<file path="src/rtl/pps_pkg.sv">
package pps_pkg;

  typedef enum logic [2:0] {
    ST_IDLE,
    ST_RD_CMD,
    ST_HW_LOW,
    ST_HW_REC,
    ST_SWR_CMD,
    ST_SWR_WAIT,
    ST_BLANK_CMD,
    ST_BL_OFF
  } seq_state_e;

  localparam logic [7:0] OPC_SOFT_RESET = 8'h01;
  localparam logic [7:0] OPC_READ_PWR   = 8'h0A;
  localparam logic [7:0] OPC_MEM_WRITE  = 8'h2C;

  localparam logic [7:0] PWR_RSVD_MASK  = 8'h83;
  localparam logic [7:0] PWR_ON_PATTERN = 8'h1C;

  // Round a duration up to whole clock cycles, never below one cycle.
  function automatic longint unsigned ns_to_cycles(input longint unsigned ns,
                                                   input longint unsigned clk_hz);
    longint unsigned c;
    c = (ns * clk_hz + 64'd999_999_999) / 64'd1_000_000_000;
    if (c == 0) c = 1;
    return c;
  endfunction

  function automatic int unsigned max2(input int unsigned a, input int unsigned b);
    return (a > b) ? a : b;
  endfunction

  // Display counts as running only for the exact masked pattern.
  function automatic logic power_reports_on(input logic [7:0] v);
    return (v & ~PWR_RSVD_MASK) == PWR_ON_PATTERN;
  endfunction

endpackage

</file>
<file path="src/rtl/pps_wait_timer.sv">
module pps_wait_timer #(
  parameter int unsigned CNT_W = 8
) (
  input  logic             clk,
  input  logic             rst_n,
  input  logic             load,
  input  logic [CNT_W-1:0] load_val,
  output logic             expired
);

  logic [CNT_W-1:0] cnt_q;

  always_ff @(posedge clk) begin
    if (!rst_n)              cnt_q <= '0;
    else if (load)           cnt_q <= load_val;
    else if (cnt_q != '0)    cnt_q <= cnt_q - CNT_W'(1);
  end

  assign expired = (cnt_q == '0);

  // once run out, the timer stays run out until reloaded
  p_hold_zero_r7: assert property (@(posedge clk) disable iff (!rst_n)
    (expired && !load) |=> expired);

endmodule

</file>
<file path="src/rtl/pps_status_check.sv">
module pps_status_check (
  input  logic [7:0] pwr_val,
  input  logic       rd_ok,
  output logic       disp_on
);
  import pps_pkg::*;

  // A failed read never counts as display-on.
  assign disp_on = rd_ok && power_reports_on(pwr_val);

endmodule

</file>
<file path="src/rtl/pps_seq_fsm.sv">
module pps_seq_fsm
  import pps_pkg::*;
#(
  parameter int unsigned      CNT_W  = 8,
  parameter logic [CNT_W-1:0] LOW_LD = '0,
  parameter logic [CNT_W-1:0] REC_LD = '0,
  parameter logic [CNT_W-1:0] WHW_LD = '0,
  parameter logic [CNT_W-1:0] WNO_LD = '0
) (
  input  logic             clk,
  input  logic             rst_n,
  input  logic             start,
  input  logic             stop,
  input  logic             cfg_cond,
  input  logic             cfg_hwrst,
  input  logic             cfg_reg,
  input  logic             cfg_bl,
  input  logic             cmd_ack,
  input  logic             cmd_ok,
  input  logic             disp_on,
  input  logic             tmr_expired,
  output logic             tmr_load,
  output logic [CNT_W-1:0] tmr_val,
  output logic             panel_rst_n,
  output logic             reg_en,
  output logic             bl_off,
  output logic             cmd_req,
  output logic [7:0]       cmd_code,
  output logic             cmd_rd,
  output logic             done,
  output logic             already_on,
  output logic             fail
);

  seq_state_e state_q, state_d;
  logic       hw_q, hw_d;

  // named internal events
  logic ev_start, ev_stop, ev_ack;
  logic reg_wr, reg_val, done_d, on_set, fail_set, bl_d, clr_status;

  assign ev_start = (state_q == ST_IDLE) && start;
  assign ev_stop  = (state_q == ST_IDLE) && !start && stop;
  assign ev_ack   = cmd_req && cmd_ack;

  always_comb begin
    state_d    = state_q;
    hw_d       = hw_q;
    tmr_load   = 1'b0;
    tmr_val    = '0;
    reg_wr     = 1'b0;
    reg_val    = 1'b0;
    done_d     = 1'b0;
    on_set     = 1'b0;
    fail_set   = 1'b0;
    bl_d       = 1'b0;
    clr_status = 1'b0;
    case (state_q)
      ST_IDLE: begin
        if (ev_start) begin
          clr_status = 1'b1;
          hw_d       = cfg_hwrst;
          reg_wr     = 1'b1;
          reg_val    = cfg_reg;
          if (cfg_cond) begin
            state_d = ST_RD_CMD;
          end else if (cfg_hwrst) begin
            state_d  = ST_HW_LOW;
            tmr_load = 1'b1;
            tmr_val  = LOW_LD;
          end else begin
            state_d = ST_SWR_CMD;
          end
        end else if (ev_stop) begin
          clr_status = 1'b1;
          if (cfg_bl) begin
            bl_d    = 1'b1;
            state_d = ST_BL_OFF;
          end else begin
            state_d = ST_BLANK_CMD;
          end
        end
      end
      ST_RD_CMD: begin
        if (cmd_ack) begin
          if (disp_on) begin
            done_d  = 1'b1;
            on_set  = 1'b1;
            state_d = ST_IDLE;
          end else if (hw_q) begin
            state_d  = ST_HW_LOW;
            tmr_load = 1'b1;
            tmr_val  = LOW_LD;
          end else begin
            state_d = ST_SWR_CMD;
          end
        end
      end
      ST_HW_LOW: begin
        if (tmr_expired) begin
          state_d  = ST_HW_REC;
          tmr_load = 1'b1;
          tmr_val  = REC_LD;
        end
      end
      ST_HW_REC: begin
        if (tmr_expired) state_d = ST_SWR_CMD;
      end
      ST_SWR_CMD: begin
        if (cmd_ack) begin
          if (cmd_ok) begin
            state_d  = ST_SWR_WAIT;
            tmr_load = 1'b1;
            tmr_val  = hw_q ? WHW_LD : WNO_LD;
          end else begin
            reg_wr   = 1'b1;
            reg_val  = 1'b0;
            fail_set = 1'b1;
            done_d   = 1'b1;
            state_d  = ST_IDLE;
          end
        end
      end
      ST_SWR_WAIT: begin
        if (tmr_expired) begin
          done_d  = 1'b1;
          state_d = ST_IDLE;
        end
      end
      ST_BLANK_CMD: begin
        if (cmd_ack) begin
          reg_wr  = 1'b1;
          reg_val = 1'b0;
          done_d  = 1'b1;
          state_d = ST_IDLE;
        end
      end
      ST_BL_OFF: begin
        reg_wr  = 1'b1;
        reg_val = 1'b0;
        done_d  = 1'b1;
        state_d = ST_IDLE;
      end
      default: state_d = ST_IDLE;
    endcase
  end

  always_ff @(posedge clk) begin
    if (!rst_n) begin
      state_q    <= ST_IDLE;
      hw_q       <= 1'b0;
      reg_en     <= 1'b0;
      bl_off     <= 1'b0;
      done       <= 1'b0;
      already_on <= 1'b0;
      fail       <= 1'b0;
    end else begin
      state_q <= state_d;
      hw_q    <= hw_d;
      bl_off  <= bl_d;
      done    <= done_d;
      if (reg_wr) reg_en <= reg_val;
      if (clr_status) begin
        already_on <= 1'b0;
        fail       <= 1'b0;
      end else begin
        if (on_set)   already_on <= 1'b1;
        if (fail_set) fail       <= 1'b1;
      end
    end
  end

  always_comb begin
    panel_rst_n = (state_q != ST_HW_LOW);
    cmd_req     = 1'b0;
    cmd_rd      = 1'b0;
    cmd_code    = 8'h00;
    case (state_q)
      ST_RD_CMD:    begin cmd_req = 1'b1; cmd_rd = 1'b1; cmd_code = OPC_READ_PWR;   end
      ST_SWR_CMD:   begin cmd_req = 1'b1;                cmd_code = OPC_SOFT_RESET; end
      ST_BLANK_CMD: begin cmd_req = 1'b1;                cmd_code = OPC_MEM_WRITE;  end
      default: ;
    endcase
  end

  // request and opcode hold until acknowledged
  p_req_hold_r9: assert property (@(posedge clk) disable iff (!rst_n)
    (cmd_req && !cmd_ack) |=> (cmd_req && $stable(cmd_code)));

  // after an acknowledge the request drops or moves on
  p_req_step_r9: assert property (@(posedge clk) disable iff (!rst_n)
    ev_ack |=> (!cmd_req || (cmd_code != $past(cmd_code))));

  // done lasts one cycle
  p_done_pulse_r9: assert property (@(posedge clk) disable iff (!rst_n)
    done |=> !done);

  // backlight strobe lasts one cycle
  p_bl_pulse_r10: assert property (@(posedge clk) disable iff (!rst_n)
    bl_off |=> !bl_off);

  // releasing the pin is followed by recovery, not by an immediate command
  p_release_wait_r5: assert property (@(posedge clk) disable iff (!rst_n)
    $rose(panel_rst_n) |-> !cmd_req);

  // a stop seen while busy never strobes the backlight
  p_busy_ignore_r12: assert property (@(posedge clk) disable iff (!rst_n)
    ((state_q != ST_IDLE) && stop) |=> !bl_off);

endmodule

</file>
<file path="src/rtl/panel_pwr_seq.sv">
module panel_pwr_seq #(
  parameter int unsigned CLK_HZ      = 50_000_000,
  parameter int unsigned RST_LOW_NS  = 20_000,
  parameter int unsigned RST_REC_NS  = 120_000_000,
  parameter int unsigned SWR_HW_NS   = 5_000_000,
  parameter int unsigned SWR_NOHW_NS = 120_000_000
) (
  input  logic       clk,
  input  logic       rst_n,
  input  logic       start,
  input  logic       stop,
  input  logic       cfg_cond,
  input  logic       cfg_hwrst,
  input  logic       cfg_reg,
  input  logic       cfg_bl,
  input  logic       cmd_ack,
  input  logic       cmd_ok,
  input  logic [7:0] cmd_rdata,
  output logic       panel_rst_n,
  output logic       reg_en,
  output logic       bl_off,
  output logic       cmd_req,
  output logic [7:0] cmd_code,
  output logic       cmd_rd,
  output logic       done,
  output logic       already_on,
  output logic       fail
);
  import pps_pkg::*;

  localparam int unsigned LOW_CYC = 32'(ns_to_cycles(64'(RST_LOW_NS),  64'(CLK_HZ)));
  localparam int unsigned REC_CYC = 32'(ns_to_cycles(64'(RST_REC_NS),  64'(CLK_HZ)));
  localparam int unsigned WHW_CYC = 32'(ns_to_cycles(64'(SWR_HW_NS),   64'(CLK_HZ)));
  localparam int unsigned WNO_CYC = 32'(ns_to_cycles(64'(SWR_NOHW_NS), 64'(CLK_HZ)));
  localparam int unsigned MAX_CYC = max2(max2(LOW_CYC, REC_CYC), max2(WHW_CYC, WNO_CYC));
  localparam int unsigned CNT_W   = (MAX_CYC < 2) ? 1 : $clog2(MAX_CYC);

  logic             tmr_load;
  logic [CNT_W-1:0] tmr_val;
  logic             tmr_expired;
  logic             disp_on;

  pps_wait_timer #(.CNT_W(CNT_W)) u_timer (
    .clk      (clk),
    .rst_n    (rst_n),
    .load     (tmr_load),
    .load_val (tmr_val),
    .expired  (tmr_expired)
  );

  pps_status_check u_status (
    .pwr_val (cmd_rdata),
    .rd_ok   (cmd_ok),
    .disp_on (disp_on)
  );

  pps_seq_fsm #(
    .CNT_W  (CNT_W),
    .LOW_LD (CNT_W'(LOW_CYC - 1)),
    .REC_LD (CNT_W'(REC_CYC - 1)),
    .WHW_LD (CNT_W'(WHW_CYC - 1)),
    .WNO_LD (CNT_W'(WNO_CYC - 1))
  ) u_fsm (
    .clk         (clk),
    .rst_n       (rst_n),
    .start       (start),
    .stop        (stop),
    .cfg_cond    (cfg_cond),
    .cfg_hwrst   (cfg_hwrst),
    .cfg_reg     (cfg_reg),
    .cfg_bl      (cfg_bl),
    .cmd_ack     (cmd_ack),
    .cmd_ok      (cmd_ok),
    .disp_on     (disp_on),
    .tmr_expired (tmr_expired),
    .tmr_load    (tmr_load),
    .tmr_val     (tmr_val),
    .panel_rst_n (panel_rst_n),
    .reg_en      (reg_en),
    .bl_off      (bl_off),
    .cmd_req     (cmd_req),
    .cmd_code    (cmd_code),
    .cmd_rd      (cmd_rd),
    .done        (done),
    .already_on  (already_on),
    .fail        (fail)
  );

  // a failed power-up never leaves the supply enabled
  p_fail_regoff_r8: assert property (@(posedge clk) disable iff (!rst_n)
    (done && fail) |-> !reg_en);

  // the two outcome flags never appear together with done
  p_status_excl_r3: assert property (@(posedge clk) disable iff (!rst_n)
    done |-> !(already_on && fail));

endmodule

</file>
<file path="config.mk">
export PLATFORM = sky130hd
export DESIGN_NAME = panel_pwr_seq
export DESIGN_NICKNAME = d
export VERILOG_FILES = /design/src/rtl/pps_pkg.sv /design/src/rtl/pps_wait_timer.sv /design/src/rtl/pps_status_check.sv /design/src/rtl/pps_seq_fsm.sv /design/src/rtl/panel_pwr_seq.sv
export SDC_FILE = /design/constraint.sdc
export NUM_CORES = 1
export LEC_CHECK = 0
export ABC_CLOCK_PERIOD_IN_PS = 3500
export BUFFER_PORTS_ARGS = -buffer_cell sky130_fd_sc_hd__buf_2
export CORE_MARGIN = 1.5
export CORE_UTILIZATION = 56
export CTS_CLUSTER_DIAMETER = 30
export DETAILED_ROUTE_END_ITERATION = 8
export PLACE_DENSITY = 0.77
export SKIP_CTS_REPAIR_TIMING = 1
export SLEW_MARGIN = 10
export SYNTH_ARGS = -nofsm -noshare
export SYNTH_HDL_FRONTEND = slang
export SYNTH_HIERARCHICAL = 1
export SYNTH_SLANG_ARGS = --single-unit
export TNS_END_PERCENT = 100
</file>
<file path="constraint.sdc">
create_clock -name clk -period 3.5 [get_ports clk]
set_input_delay 0 -clock clk [delete_from_list [all_inputs] [get_ports clk]]
set_output_delay 0 -clock clk [all_outputs]
set_load 0.02 [all_outputs]
</file>
Word-level counts from Yosys, hierarchy flattened
Index checks and enable logic that the tools add are counted.
W data, S select, Z words.
- register bits: 32
- latch bits: 0
- RAM bits: 0
- ROM bits: 0
- bits of input ports: 18
- output and inout port bits: 16
- memories: 0
- $add $sub $neg: 1
- $mul: 0
- divide/modulo/power cells: 0
- order comparisons: 0
- equal/unequal tests: 16
- shifts and indexed selects: 0
- muxes and demuxes: 57
- bitwise gates (word level): 3
- reduce and logical (&&, ||, !) cells: 14
- operators with widths (cell ; number):
    $mux W23 ; 10
    $pmux W23 S4 ; 1
    $mux W3 ; 13
    $mux W1 ; 26
    $pmux W3 S8 ; 1
    $logic_not A23 Y1 ; 1
    $reduce_bool A23 Y1 ; 1
    $sub A23 B1 Y23 const B ; 1
    $mux W10 ; 2
    $pmux W6 S3 ; 1
    $eq A3 B3 Y1 const B ; 4
    $ne A2 B2 Y1 const B ; 6
    $pmux W1 S4 ; 2
    $reduce_and A7 Y1 ; 1
    $eq A3 B2 Y1 const B ; 2
    $eq A5 B3 Y1 const B ; 1
    $pmux W1 S5 ; 1
    $logic_and A1 B1 Y1 ; 4
    $reduce_or A4 Y1 ; 1
    $eq A3 B1 Y1 const B ; 1
    $logic_not A3 Y1 ; 1
    $ne A3 B1 Y1 const B ; 1
    $ne A3 B2 Y1 const B ; 1
    $not A1 Y1 ; 3
    5 further kinds ; 5

Logic depth before layout (Yosys ltp)
- depth after elaboration: 7
- depth in mapped cells: 13
- mapped depth without buffers: 11

Cells and area by module
Netlist, hierarchy kept.
- by module, submodules not included (module ; instances ; cells each ; area an instance (um^2) ; sequential area each (um^2)):
    pps_wait_timer ; 1 ; 160 ; 1290.0 ; 460.4
    pps_seq_fsm ; 1 ; 111 ; 805.8 ; 180.2
    pps_status_check ; 1 ; 2 ; 16.3 ; 0.0

Worst setup path after synthesis
OpenSTA, ideal clock, no wires.
- path type: reg2reg
- from: reg u_timer.cnt_q[0]
- to: reg u_timer.cnt_q[16]
- arrival: 2.484 ns
- required time: 3.369 ns
- setup slack: 0.885 ns
- stages on the path, launching flop included: 14
- path buffers: 2
- path through: dfxtp_1 -> inv_1 -> ha_1 -> nor4b_2 -> nand4_1 -> nor2_1 -> nand3b_1 -> a21o_1 -> nand2_1 -> clkbuf_1 -> inv_1 -> clkbuf_1 -> o21ai_0 -> a21oi_1
- word-level cells in the longest chain between the ends: 4
- elaborated cells on any way between the ends: 10
- RTL lines (what ; RTL line ; text):
    start: declaration ; pps_wait_timer.sv:11 ; logic [CNT_W-1:0] cnt_q;
    start signal: assignment ; pps_wait_timer.sv:15 ; else if (load) cnt_q <= load_val;
    start signal: assignment ; pps_wait_timer.sv:16 ; else if (cnt_q != '0) cnt_q <= cnt_q - CNT_W'(1);
    $logic_not A23 Y1 * ; pps_wait_timer.sv:19 ; assign expired = (cnt_q == '0);
    named net tmr_expired ; panel_pwr_seq.sv:40 ; logic tmr_expired;
    $mux W1 * ; pps_seq_fsm.sv:100 ; if (tmr_expired) begin
    $pmux W1 S4 * ; pps_seq_fsm.sv:58 ; case (state_q)
    named net tmr_load ; panel_pwr_seq.sv:38 ; logic tmr_load;
    $mux W23 or $reduce_bool A2 Y1 (tied branches) ; -- ;
Mark *: on every way through the listed nets, which the timed path passes. The rest lies on a longest branch. The select of a mux whose other input is x is not followed.
A chain may end at the register's enable or synchronous reset.

Final worst setup path
- from: reg u_timer.cnt_q[0]
- to: reg u_timer.cnt_q[15]
Same word-level chain as after synthesis.

==> flow_summary.yaml <==
finish:
  diodes: 0
  multiInputGateArea_um2: 1217
  final_common_cell: "dfxtp_1"
  most-common-layout-cells: "dfxtp_1 (32), buf_2 (27), nand3_1 (23)"
  fin_cells: 327
  syn_to_final_growth_pct: 4.088
  layout.nets: 298
  layout-drive-gt1-share_pct: 16.13
  fillers: 366
  layout.area.seq_um2: 640.6
cts:
  cts_buffers: 5
  clock_latency_ns: 0.28
  cts.path.max_buffers: 2
  clk_pin_slew_worst_paths_ns: 0.06
  clock_sinks: 32
  cts-root-buf: "clkbuf_8"
  htreeDepth: 2
  tritoncts: "done"
power:
  p_sw_w: 0.0008984
  power_frac_comb_pct: 53.6
  clkPwrFrac_pct: 13.9
  p_leak_nw: 0.9084
  powerDensity_nw_per_um2: 870.2
  p_int_w: 0.001015
  ir_drop_mv: 0.4520
  p_sw_share_pct: 46.96
  p_total_w: 0.001913
  pwr-share-seq_pct: 32.5
grt:
  grt_start_max_net_pins: 34
  antenna_found_initial: 0
  grt-ovfl-total: 0
  grt_util_all_layers_pct: 23.88
  grt_pass1_vias: 1657
  grt_first_pass_wirelength_um: 7845
die:
  core.rowCount: 22
  die_h_um: 64.41
  die_area_um2: 4149
  pin_count: 34
  start_util_pct: 58.13
  core_um2: 3633
  die_x_um: 64.41
routing:
  vias: 1940
  routedWlPerCell_um: 14.43
  drtIter0Drc: 130
  dr.pass1.iters: 4
  ant_nets: 0
  vias_per_cell: 5.933
  drc: 0
  wirelength_um: 4719
worst_setup_path:
  timing.rr.end: "u_timer/cnt_q[15]$_SDFFE_PN0P_"
  arrival_ns: 3.13
  crit_fanout: 16
  cp_cell_sequence: "inv_1 -> ha_1 -> nor4b_2 -> nand4_1 -> nor2_1 -> nand3b_1 -> a21o_1 -> nand2_1 -> inv_1 -> nand3_1 -> o21ai_1"
  path_common_cell: "inv_1"
  cp.required_ns: 3.66
  r2r_start: "u_timer/cnt_q[0]$_SDFFE_PN0P_"
  ff2ff_path_depth: 11
  slowest_stage: "nor2_1"
  r2r_setup_slack_ns: 0.53
  crit_path_end_kind: "register"
  worst_setup_path_start_kind: "register"
  cpPeakStageDelay_ns: 0.41
  path_class: "register to register"
placed_design:
  dp_hpwl_um: 3298
  port_buffers: 27
  place.gp.congestion: 0.8810
  post-place-cells: 320
sta:
  tns_ns: 0
  worst_pin_slew_ns: 0.5509
  setup_viol: 0
  grt_setup_unrepaired: "no"
  finClkSkew_ns: 0.008578
  fmax_mhz: 336.6
  fin_crit_sh_pct: 84.89
  drv_slew: 0
  relSlewSlack_pct: 62.99
  final_hold_viol_count: 0
  final.min_clock_period_ns: 2.971
synth:
  yosysWarningCount: 6
  synth.distinct_cells: 56
  syn-cell-area_um2: 2112
  synth_edf_count: 0
  yosysSeqAreaShare_pct: 30.33
  synthFlopType: "dfxtp_1"
  ys_ff_latch: 32
  synth_cells: 273
  ys_async_sr_fraction_pct: 0
  avgSynthCellArea_um2: 7.736
hold_path:
  hold_path_class: "primary input to register"
  hp-start: "cfg_hwrst"
  holdPathStages: 3
  holdPathEnd: "u_fsm/hw_q$_SDFFE_PN0P_"
job:
  cap_violations: 0
run_status:
  outcome: "finished, final reports clean"
-- synth_stat cells (all sizes together), types with 2 or more instances --
cell type,n,area (um^2)
dfxtp,32,640.6
buf,27,190.2
nand3,23,115.1
nand2,22,85.09
o21ai,19,95.09
nor2,18,70.07
inv,14,52.55
a21oi,11,55.05
clkbuf,8,30.03
nor4,8,56.30
or3,8,50.05
nor3,7,46.30
o31ai,7,57.55
xnor2,7,61.31
a31oi,5,31.28
nand4,5,31.28
xor2,5,43.79
nand2b,4,25.02
a21boi,3,22.52
nor2b,3,18.77
o211ai,3,27.52
a21o,2,15.01
a22oi,2,15.01
and2,2,12.51
and3,2,12.51
and4,2,17.52
mux2i,2,20.02
nor3b,2,20.02
o311ai,2,17.52
-- layer usage --
metal  routed length, um  GRT usage [%]
met5                   0              0
met3                 319          4.514
met2                2149          38.41
met1                2231          33.01
met4                  19          6.117
-- sequential cells by signal, summed over array words and instances (netlist names) --
signal and cells:
u_fsm/hw_q 1, u_timer/cnt_q 23, u_fsm/state_q 3, u_fsm/bl_off 1, u_fsm/done 1, u_fsm/fail 1
u_fsm/already_on 1, u_fsm/reg_en 1
-- critical path: cells and delay by family, from the launching register on --
family | cells | cell delay, ns
AOI/OAI and AO/OA | 2 | 0.33
and+or+nand+nor | 6 | 1.65
adders and majority gates | 1 | 0.22
DFF | 1 | 0.33
buffers and inverters | 2 | 0.31
-- area by class of cell --
class                           instances  share of cell area [%]
Multi-Input combinational cell        197                   55.38
Timing Repair Buffer                   29                   6.830
Tap cell                               48                   2.732
Clock buffer                            6                   3.301
Clock inverter                          1                  0.2277
Sequential cell                        32                   29.14
Inverter                               14                   2.390
-- worst max-delay path by stage --
stage,startpoint,endpoint,depth (start not counted)
floorplan,u_timer/cnt_q[0]$_SDFFE_PN0P_,u_timer/cnt_q[16]$_SDFFE_PN0P_,13
detailed placement,u_timer/cnt_q[0]$_SDFFE_PN0P_,u_timer/cnt_q[15]$_SDFFE_PN0P_,11
CTS,u_timer/cnt_q[0]$_SDFFE_PN0P_,u_timer/cnt_q[15]$_SDFFE_PN0P_,11
finish,u_timer/cnt_q[0]$_SDFFE_PN0P_,u_timer/cnt_q[15]$_SDFFE_PN0P_,11
global placement,u_timer/cnt_q[0]$_SDFFE_PN0P_,u_timer/cnt_q[19]$_SDFFE_PN0P_,11
global route,u_timer/cnt_q[0]$_SDFFE_PN0P_,u_timer/cnt_q[19]$_SDFFE_PN0P_,11
-- power by group through the flow --
stage	Combinational, W	Sequential, W	Clock (W)
floorplan	0.000905	0.000564	0
global placement	0.000992	0.000621	0
detailed placement	0.00102	0.000624	0
CTS	0.00102	0.000617	0.000270
global route	0.00114	0.000640	0.000287
finish	0.00103	0.000622	0.000266
-- cells by family after synthesis --
| group | synth area share (%) |
|---|---|
| adders and majority gates | 0.5923 |
| and+or+nand+nor | 30.04 |
| other | 0.1776 |
| xor gates and xnor gates | 4.976 |
| AOI/OAI and AO/OA | 20.02 |
| DFF | 30.33 |
| buffers and inverters | 12.91 |
| muxes | 0.9479 |
-- metrics by stage --
step                      util (%)  area (um^2)  hold slack, ns  worst slack, ns
final                        60.50         2198        0.007602           0.5288
after global placement       58.37         2121          0.2953           0.6267
after global routing         60.50         2198         0.01894           0.2674
after floorplan                  -         2131          0.1561           0.8848
after detailed placement     58.37         2121          0.2965           0.5915
after CTS                    60.50         2198        0.004487           0.5797
Power figures use the tool's default switching activity.
